File: config.mk
export PLATFORM = sky130hd
export DESIGN_NAME = gpio_irq_detect
export DESIGN_NICKNAME = d
export VERILOG_FILES = /design/src/rtl/gpio_irq_pkg.sv /design/src/rtl/gpio_sync2.sv /design/src/rtl/gpio_debounce.sv /design/src/rtl/gpio_detect.sv /design/src/rtl/gpio_irq_detect.sv
export SDC_FILE = /design/constraint.sdc
export NUM_CORES = 1
export LEC_CHECK = 0
export BUFFER_PORTS_ARGS = -buffer_cell sky130_fd_sc_hd__buf_4
export CAP_MARGIN = 30
export CORE_UTILIZATION = 58
export CTS_CLUSTER_SIZE = 10
export DETAILED_ROUTE_END_ITERATION = 8
export MAX_ROUTING_LAYER = met4
export PLACE_DENSITY_LB_ADDON = 0.08
export SLEW_MARGIN = 30
export SYNTH_ARGS = -nofsm -noshare
export SYNTH_HDL_FRONTEND = slang
export SYNTH_SLANG_ARGS = --single-unit
File: constraint.sdc
create_clock -name clk -period 1.6 [get_ports clk]
set_input_delay 0.16 -clock clk [delete_from_list [all_inputs] [get_ports clk]]
set_output_delay 0.16 -clock clk [all_outputs]
set_load 0.05 [all_outputs]
File: src/rtl/gpio_irq_pkg.sv
// Package: register address map for the GPIO interrupt detector.
// Assumes a 4-bit address space; unused addresses read as zero.
package gpio_irq_pkg;
    localparam int ADDR_W = 4;

    typedef enum logic [ADDR_W-1:0] {
        REG_ENABLE = 4'd0,
        REG_MASK   = 4'd1,
        REG_TYPE   = 4'd2,
        REG_POL    = 4'd3,
        REG_DBNC   = 4'd4,
        REG_EOI    = 4'd5,
        REG_SYNC   = 4'd6,
        REG_RAW    = 4'd8,
        REG_STAT   = 4'd9
    } reg_addr_e;
endpackage

File: src/rtl/gpio_sync2.sv
// Module: two-flop synchroniser, one chain per pin.
// Assumes each pin is an independent asynchronous signal (no bus coherence).
module gpio_sync2 #(
    parameter int NPIN = 8
) (
    input  logic            clk,
    input  logic            rst_n,
    input  logic [NPIN-1:0] d_async,
    output logic [NPIN-1:0] q_sync
);
    logic [NPIN-1:0] stage1_q;

    // Two register stages to resolve metastability.
    always_ff @(posedge clk) begin
        if (!rst_n) begin
            stage1_q <= '0;
            q_sync   <= '0;
        end else begin
            stage1_q <= d_async;
            q_sync   <= stage1_q;
        end
    end
endmodule

File: src/rtl/gpio_debounce.sv
// Module: per-pin debounce filter driven by a shared divided tick.
// A new value is accepted only after it differs from the current output on
// HOLD consecutive ticks; any tick that sees agreement restarts the count.
// Assumes input is already synchronised to clk.
module gpio_debounce #(
    parameter int NPIN = 8,
    parameter int DIV  = 4,
    parameter int HOLD = 4
) (
    input  logic            clk,
    input  logic            rst_n,
    input  logic [NPIN-1:0] d_in,
    output logic [NPIN-1:0] q_out
);
    localparam int DIV_W  = (DIV  > 1) ? $clog2(DIV)  : 1;
    localparam int HOLD_W = (HOLD > 1) ? $clog2(HOLD) : 1;

    logic [DIV_W-1:0] div_q;
    logic             tick;

    // Free-running divider producing a one-cycle tick every DIV clocks.
    always_ff @(posedge clk) begin
        if (!rst_n) div_q <= '0;
        else if (div_q == DIV_W'(DIV - 1)) div_q <= '0;
        else div_q <= div_q + 1'b1;
    end

    assign tick = (div_q == DIV_W'(DIV - 1));

    for (genvar g = 0; g < NPIN; g++) begin : g_pin
        logic [HOLD_W-1:0] cnt_q;

        // Count ticks of disagreement; commit the new value after HOLD of them.
        always_ff @(posedge clk) begin
            if (!rst_n) begin
                cnt_q    <= '0;
                q_out[g] <= 1'b0;
            end else if (tick) begin
                if (d_in[g] == q_out[g]) begin
                    cnt_q <= '0;
                end else if (cnt_q == HOLD_W'(HOLD - 1)) begin
                    cnt_q    <= '0;
                    q_out[g] <= d_in[g];
                end else begin
                    cnt_q <= cnt_q + 1'b1;
                end
            end
        end
    end
endmodule

File: src/rtl/gpio_detect.sv
// Module: per-pin level/edge detection with sticky edge latches.
// Edge detection always uses the clocked (synchronised or debounced) value;
// level detection may use the raw pin when synchronisation is deselected.
// A new edge in the same cycle as an end-of-interrupt clear wins.
module gpio_detect #(
    parameter int NPIN = 8
) (
    input  logic            clk,
    input  logic            rst_n,
    input  logic [NPIN-1:0] pin_raw,
    input  logic [NPIN-1:0] pin_s,
    input  logic [NPIN-1:0] pin_db,
    input  logic [NPIN-1:0] en,
    input  logic [NPIN-1:0] typ,
    input  logic [NPIN-1:0] pol,
    input  logic [NPIN-1:0] dbnc,
    input  logic [NPIN-1:0] sync_sel,
    input  logic [NPIN-1:0] eoi_clr,
    output logic [NPIN-1:0] raw_stat,
    output logic [NPIN-1:0] latch_q,
    output logic [NPIN-1:0] edge_evt
);
    logic [NPIN-1:0] filt;
    logic [NPIN-1:0] lvl_src;
    logic [NPIN-1:0] prev_q;
    logic [NPIN-1:0] rise;
    logic [NPIN-1:0] fall;

    // Select the clocked source and the level source per pin.
    always_comb begin
        for (int i = 0; i < NPIN; i++) begin
            filt[i]    = dbnc[i] ? pin_db[i] : pin_s[i];
            lvl_src[i] = dbnc[i] ? pin_db[i] : (sync_sel[i] ? pin_s[i] : pin_raw[i]);
        end
    end

    // Remember the previous clocked sample for edge extraction.
    always_ff @(posedge clk) begin
        if (!rst_n) prev_q <= '0;
        else        prev_q <= filt;
    end

    assign rise     = filt & ~prev_q;
    assign fall     = ~filt & prev_q;
    assign edge_evt = en & typ & ((pol & rise) | (~pol & fall));

    // Sticky edge latch: set by an event, cleared by end-of-interrupt.
    always_ff @(posedge clk) begin
        if (!rst_n) latch_q <= '0;
        else        latch_q <= (latch_q & ~eoi_clr) | edge_evt;
    end

    assign raw_stat = en & ((typ & latch_q) | (~typ & ~(lvl_src ^ pol)));
endmodule

File: src/rtl/gpio_irq_detect.sv
// Module: top of the GPIO interrupt detector. Holds the configuration
// registers, routes pins through synchroniser/debounce/detection and
// produces raw status, masked status and a combined interrupt.
// Assumes a single write strobe per cycle and combinational reads.
module gpio_irq_detect
    import gpio_irq_pkg::*;
#(
    parameter int NPIN    = 8,
    parameter int DB_DIV  = 4,
    parameter int DB_HOLD = 4
) (
    input  logic              clk,
    input  logic              rst_n,
    input  logic [NPIN-1:0]   pin_in,
    input  logic              wr_en,
    input  logic [ADDR_W-1:0] wr_addr,
    input  logic [NPIN-1:0]   wr_data,
    input  logic [ADDR_W-1:0] rd_addr,
    output logic [NPIN-1:0]   rd_data,
    output logic              irq_out
);
    logic [NPIN-1:0] en_q, mask_q, type_q, pol_q, dbnc_q, sync_q;
    logic [NPIN-1:0] eoi_clr;
    logic [NPIN-1:0] pin_s, pin_db;
    logic [NPIN-1:0] raw_stat, stat;
    logic [NPIN-1:0] latch_q, edge_evt;

    // Configuration register writes; reset leaves every pin masked and off.
    always_ff @(posedge clk) begin
        if (!rst_n) begin
            en_q   <= '0;
            mask_q <= '1;
            type_q <= '0;
            pol_q  <= '0;
            dbnc_q <= '0;
            sync_q <= '1;
        end else if (wr_en) begin
            case (wr_addr)
                REG_ENABLE: en_q   <= wr_data;
                REG_MASK:   mask_q <= wr_data;
                REG_TYPE:   type_q <= wr_data;
                REG_POL:    pol_q  <= wr_data;
                REG_DBNC:   dbnc_q <= wr_data;
                REG_SYNC:   sync_q <= wr_data;
                default: ;
            endcase
        end
    end

    assign eoi_clr = (wr_en && wr_addr == REG_EOI) ? wr_data : '0;

    gpio_sync2 #(.NPIN(NPIN)) u_sync (
        .clk     (clk),
        .rst_n   (rst_n),
        .d_async (pin_in),
        .q_sync  (pin_s)
    );

    gpio_debounce #(.NPIN(NPIN), .DIV(DB_DIV), .HOLD(DB_HOLD)) u_dbnc (
        .clk   (clk),
        .rst_n (rst_n),
        .d_in  (pin_s),
        .q_out (pin_db)
    );

    gpio_detect #(.NPIN(NPIN)) u_det (
        .clk      (clk),
        .rst_n    (rst_n),
        .pin_raw  (pin_in),
        .pin_s    (pin_s),
        .pin_db   (pin_db),
        .en       (en_q),
        .typ      (type_q),
        .pol      (pol_q),
        .dbnc     (dbnc_q),
        .sync_sel (sync_q),
        .eoi_clr  (eoi_clr),
        .raw_stat (raw_stat),
        .latch_q  (latch_q),
        .edge_evt (edge_evt)
    );

    assign stat    = raw_stat & ~mask_q;
    assign irq_out = |stat;

    // Read multiplexer.
    always_comb begin
        case (rd_addr)
            REG_ENABLE: rd_data = en_q;
            REG_MASK:   rd_data = mask_q;
            REG_TYPE:   rd_data = type_q;
            REG_POL:    rd_data = pol_q;
            REG_DBNC:   rd_data = dbnc_q;
            REG_SYNC:   rd_data = sync_q;
            REG_RAW:    rd_data = raw_stat;
            REG_STAT:   rd_data = stat;
            default:    rd_data = '0;
        endcase
    end
endmodule

==> results.toml <==
[outcome]
status = "complete, but fails checks"
violations = "DRC, setup timing"

[logic_synthesis]
synth_warnings = 0
synth.distinct_cells = 54
synth_seq_cells = 106
synth_edf_count = 0
synth_area_um2 = 5340
synth_most_common_cell = "dfxtp_1"
synthArstFlopShare = 0
synthTopCellsByCount = "dfxtp_1 (106), nand2_1 (79), mux2i_1 (72)"
synth.avg_cell_area_um2 = 9.38
synth_ff_type = "dfxtp_1"
yosys.area.top_type_share = 0.398
synth_top_cell_by_area = "dfxtp_1"
postSynthCellCount = 569
synth_area_leaders = "dfxtp_1 (40%), mux2i_1 (14%), nand2_1 (5.6%)"
synthesis.nets = 605
ys_seq_area_frac = 0.398

[worst_setup_path]
path_max_fanout = 2
r2r_end = "u_det.latch_q[4]$_SDFF_PN0_"
critPathRequiredTime_ps = 1440
critical_path_class = "reg -> out"
worstRegToRegCells = 6
critPathBufInv = 1
path_cells = "mux2i_4, o211a_1, o31ai_2, a32oi_1, nand4_1, buf_6"
regToRegStartpoint = "dbnc_q[4]$_SDFFE_PN0P_"
arrival_ps = 1900
cpLargestDelayFamily = "compound AO/OA/AOI/OAI gates"
slowest_stage = "dfxtp_2"
end_kind = "output pin"
ff2ff_setup_slack_ps = 180
critPathLaunchType = "register"
critPathMaxStageDelay_ps = 380

[floorplan]
core_um2 = 8810
start_util = 0.606
rows = 34
pin_count = 36
die-height_um = 97.9
die_x_um = 97.9
die_area_um2 = 9590

[power]
finalPower_uw = 5050
powerDensity_nw_per_um2 = 789
power_leakage_uw = 0.00260
vdd_ir_drop_max_mv = 0.524

[sta]
finalWorstSetupSlack_ps = -465
slew_violations = 0
fin_crit_sh = 1.29
min_period_ps = 2060
fmax_mhz = 484
whs_ps = 16.7
fin_skew_ps = 6.42
worstMarginPinSlew_ps = 380
rsz0062_at_grt = "true"
setup_viol_count_final = 9
finalHoldViolations = 0
slew_headroom = 0.746
setup_tns_ps = -3430

[routing]
top_layer_used = "met4"
antenna_left = 0
drt-met1-wl_mm = 5.72
route.detailed.drc = 5
vias_per_cell = 5.80
drt_first_pass_iters = 6
wl_per_cell_um = 16.2
wl_met3_um = 532
routed_wl_mm = 12.3
first_iter_violations = 185
vias = 4380
routed-wl-met2_mm = 5.72

[placed_design]
dp.cells = 737
place_hpwl_mm = 8.46
portBuffers = 35
finalWeightedCongestion = 0.842
dp_slack_ps = -116

[finish]
final_nets = 679
antenna_cells = 0
num-fill-cells = 682
area_delta_synth_final_pct = 19.9
drive_gt1_frac = 0.233
finalNonFillerCells = 755

[grt]
grt_first_pass_wirelength_mm = 20.7
grt_pass1_vias = 4329
grt_usage = 0.276
grt_overflow_total = 0
grt_antenna_before_repair = 0
grt_start_max_net_pins = 53

[cts]
clk_pin_slew_ps = 100
root_buffer = "clkbuf_8"
cts_made_buffers = 9
ctsHtreeMaxLevel = 3
numClockSinks = 106
clk_latency_ps = 360
cts_tree = "done"
cts_buffer_depth = 2

[worst_hold_path]
hold_path_class = "in -> reg"
min_path_cells = 2
worstHoldStart = "pin_in[6]"
whs_endpoint = "u_sync.stage1_q[6]$_SDFF_PN0_"

[job]
drv_cap = 0
==> cells in the final DEF, fill, tap and decap left out, drive strengths merged, types with 3 or more instances in the layout <==
master       count
nand2b          10
ha               9
and2            31
o311ai           6
dlygate4sd3      3
nand2           79
a21boi          16
nand3           18
mux2             8
dfxtp          106
mux2i           72
xnor2           20
clkbuf          12
a21oi            3
and3             3
o22ai           19
a311o            6
nor3b            4
nor3             9
o21ai           10
buf             87
and2b            5
nor2b           45
a32oi           12
nor2             6
nand3b          11
inv             14
==> cells by family after synthesis <==
group / Yosys count / share of synthesized area
AND/OR/NAND/NOR: 227 / 0.234
flip-flops: 106 / 0.398
AO/OA/AOI/OAI: 85 / 0.122
multiplexers: 81 / 0.157
buffers and inverters: 41 / 0.0359
XOR/XNOR: 20 / 0.0328
adder cells (fa/ha/maj): 9 / 0.0211
==> worst register-to-register path, cell delays in order (launching register included) <==
cell,delay [ps]
dfxtp_1,410
buf_4,140
mux2_2,350
nand2_1,70
o22ai_1,80
a32oi_1,210
nor2b_1,70
==> power breakdown <==
group	total, uW	switching [uW]	internal, uW
logic	582	304	279
clock network	1740	893	850
registers	2720	35.4	2690
==> worst max-delay path by stage <==
stage / from / end / slack [ps] / depth (start not counted)
after global routing: sync_q[3]$_SDFFE_PN1P_ / rd_data[3] / -540 / 6
final: sync_q[2]$_SDFFE_PN1P_ / irq_out / -460 / 6
after detailed placement: sync_q[2]$_SDFFE_PN1P_ / irq_out / -120 / 6
after CTS: sync_q[1]$_SDFFE_PN1P_ / irq_out / -450 / 6
after global placement: sync_q[7]$_SDFFE_PN1P_ / irq_out / -90 / 6
after floorplan: sync_q[6]$_SDFFE_PN1P_ / irq_out / -40 / 5
==> through the flow <==
stage	util	area, um2
finish	0.727	6400
floorplan	-	5360
global route	0.727	6400
detailed placement	0.685	6030
CTS	0.723	6370
global placement	0.685	6030
==> sequential cells by signal, summed over array words and instances, names as in the netlist <==
signal / cells
sync_q: 8
u_det.prev_q: 8
u_sync.stage1_q: 8
mask_q: 8
u_sync.q_sync: 8
dbnc_q: 8
en_q: 8
u_det.latch_q: 8
pol_q: 8
type_q: 8
u_dbnc.div_q: 2
u_dbnc.g_pin.cnt_q: 16
u_dbnc.q_out: 8
==> final cells by class <==
type	count	area (um2)	area share
clock buffer	12	165	0.0258
multi-input combinational	422	3120	0.487
timing repair buffer	90	746	0.117
sequential	106	2130	0.334
tap	108	135	0.0211
clock inverter	3	47.5	0.00743
inverter	14	52.6	0.00821
==> per-layer routing <==
metal / vias up / global-route usage
met4: 0 / 0.0991
met3: 22 / 0.0530
li1: 2151 / -
met1: 2092 / 0.350
met5: - / -
met2: 115 / 0.440
==> timing repair <==
action / CTS / global route
resized for setup: 24 / 6
buffers inserted: 1 / 0
hold buffers: 3 / 0
gates cloned: 0 / 0
pin swaps: 12 / 9
hold endpoints to repair: 3 / 0
setup endpoints to repair: 9 / 9
No activity file was read; power rests on OpenSTA's default activity.
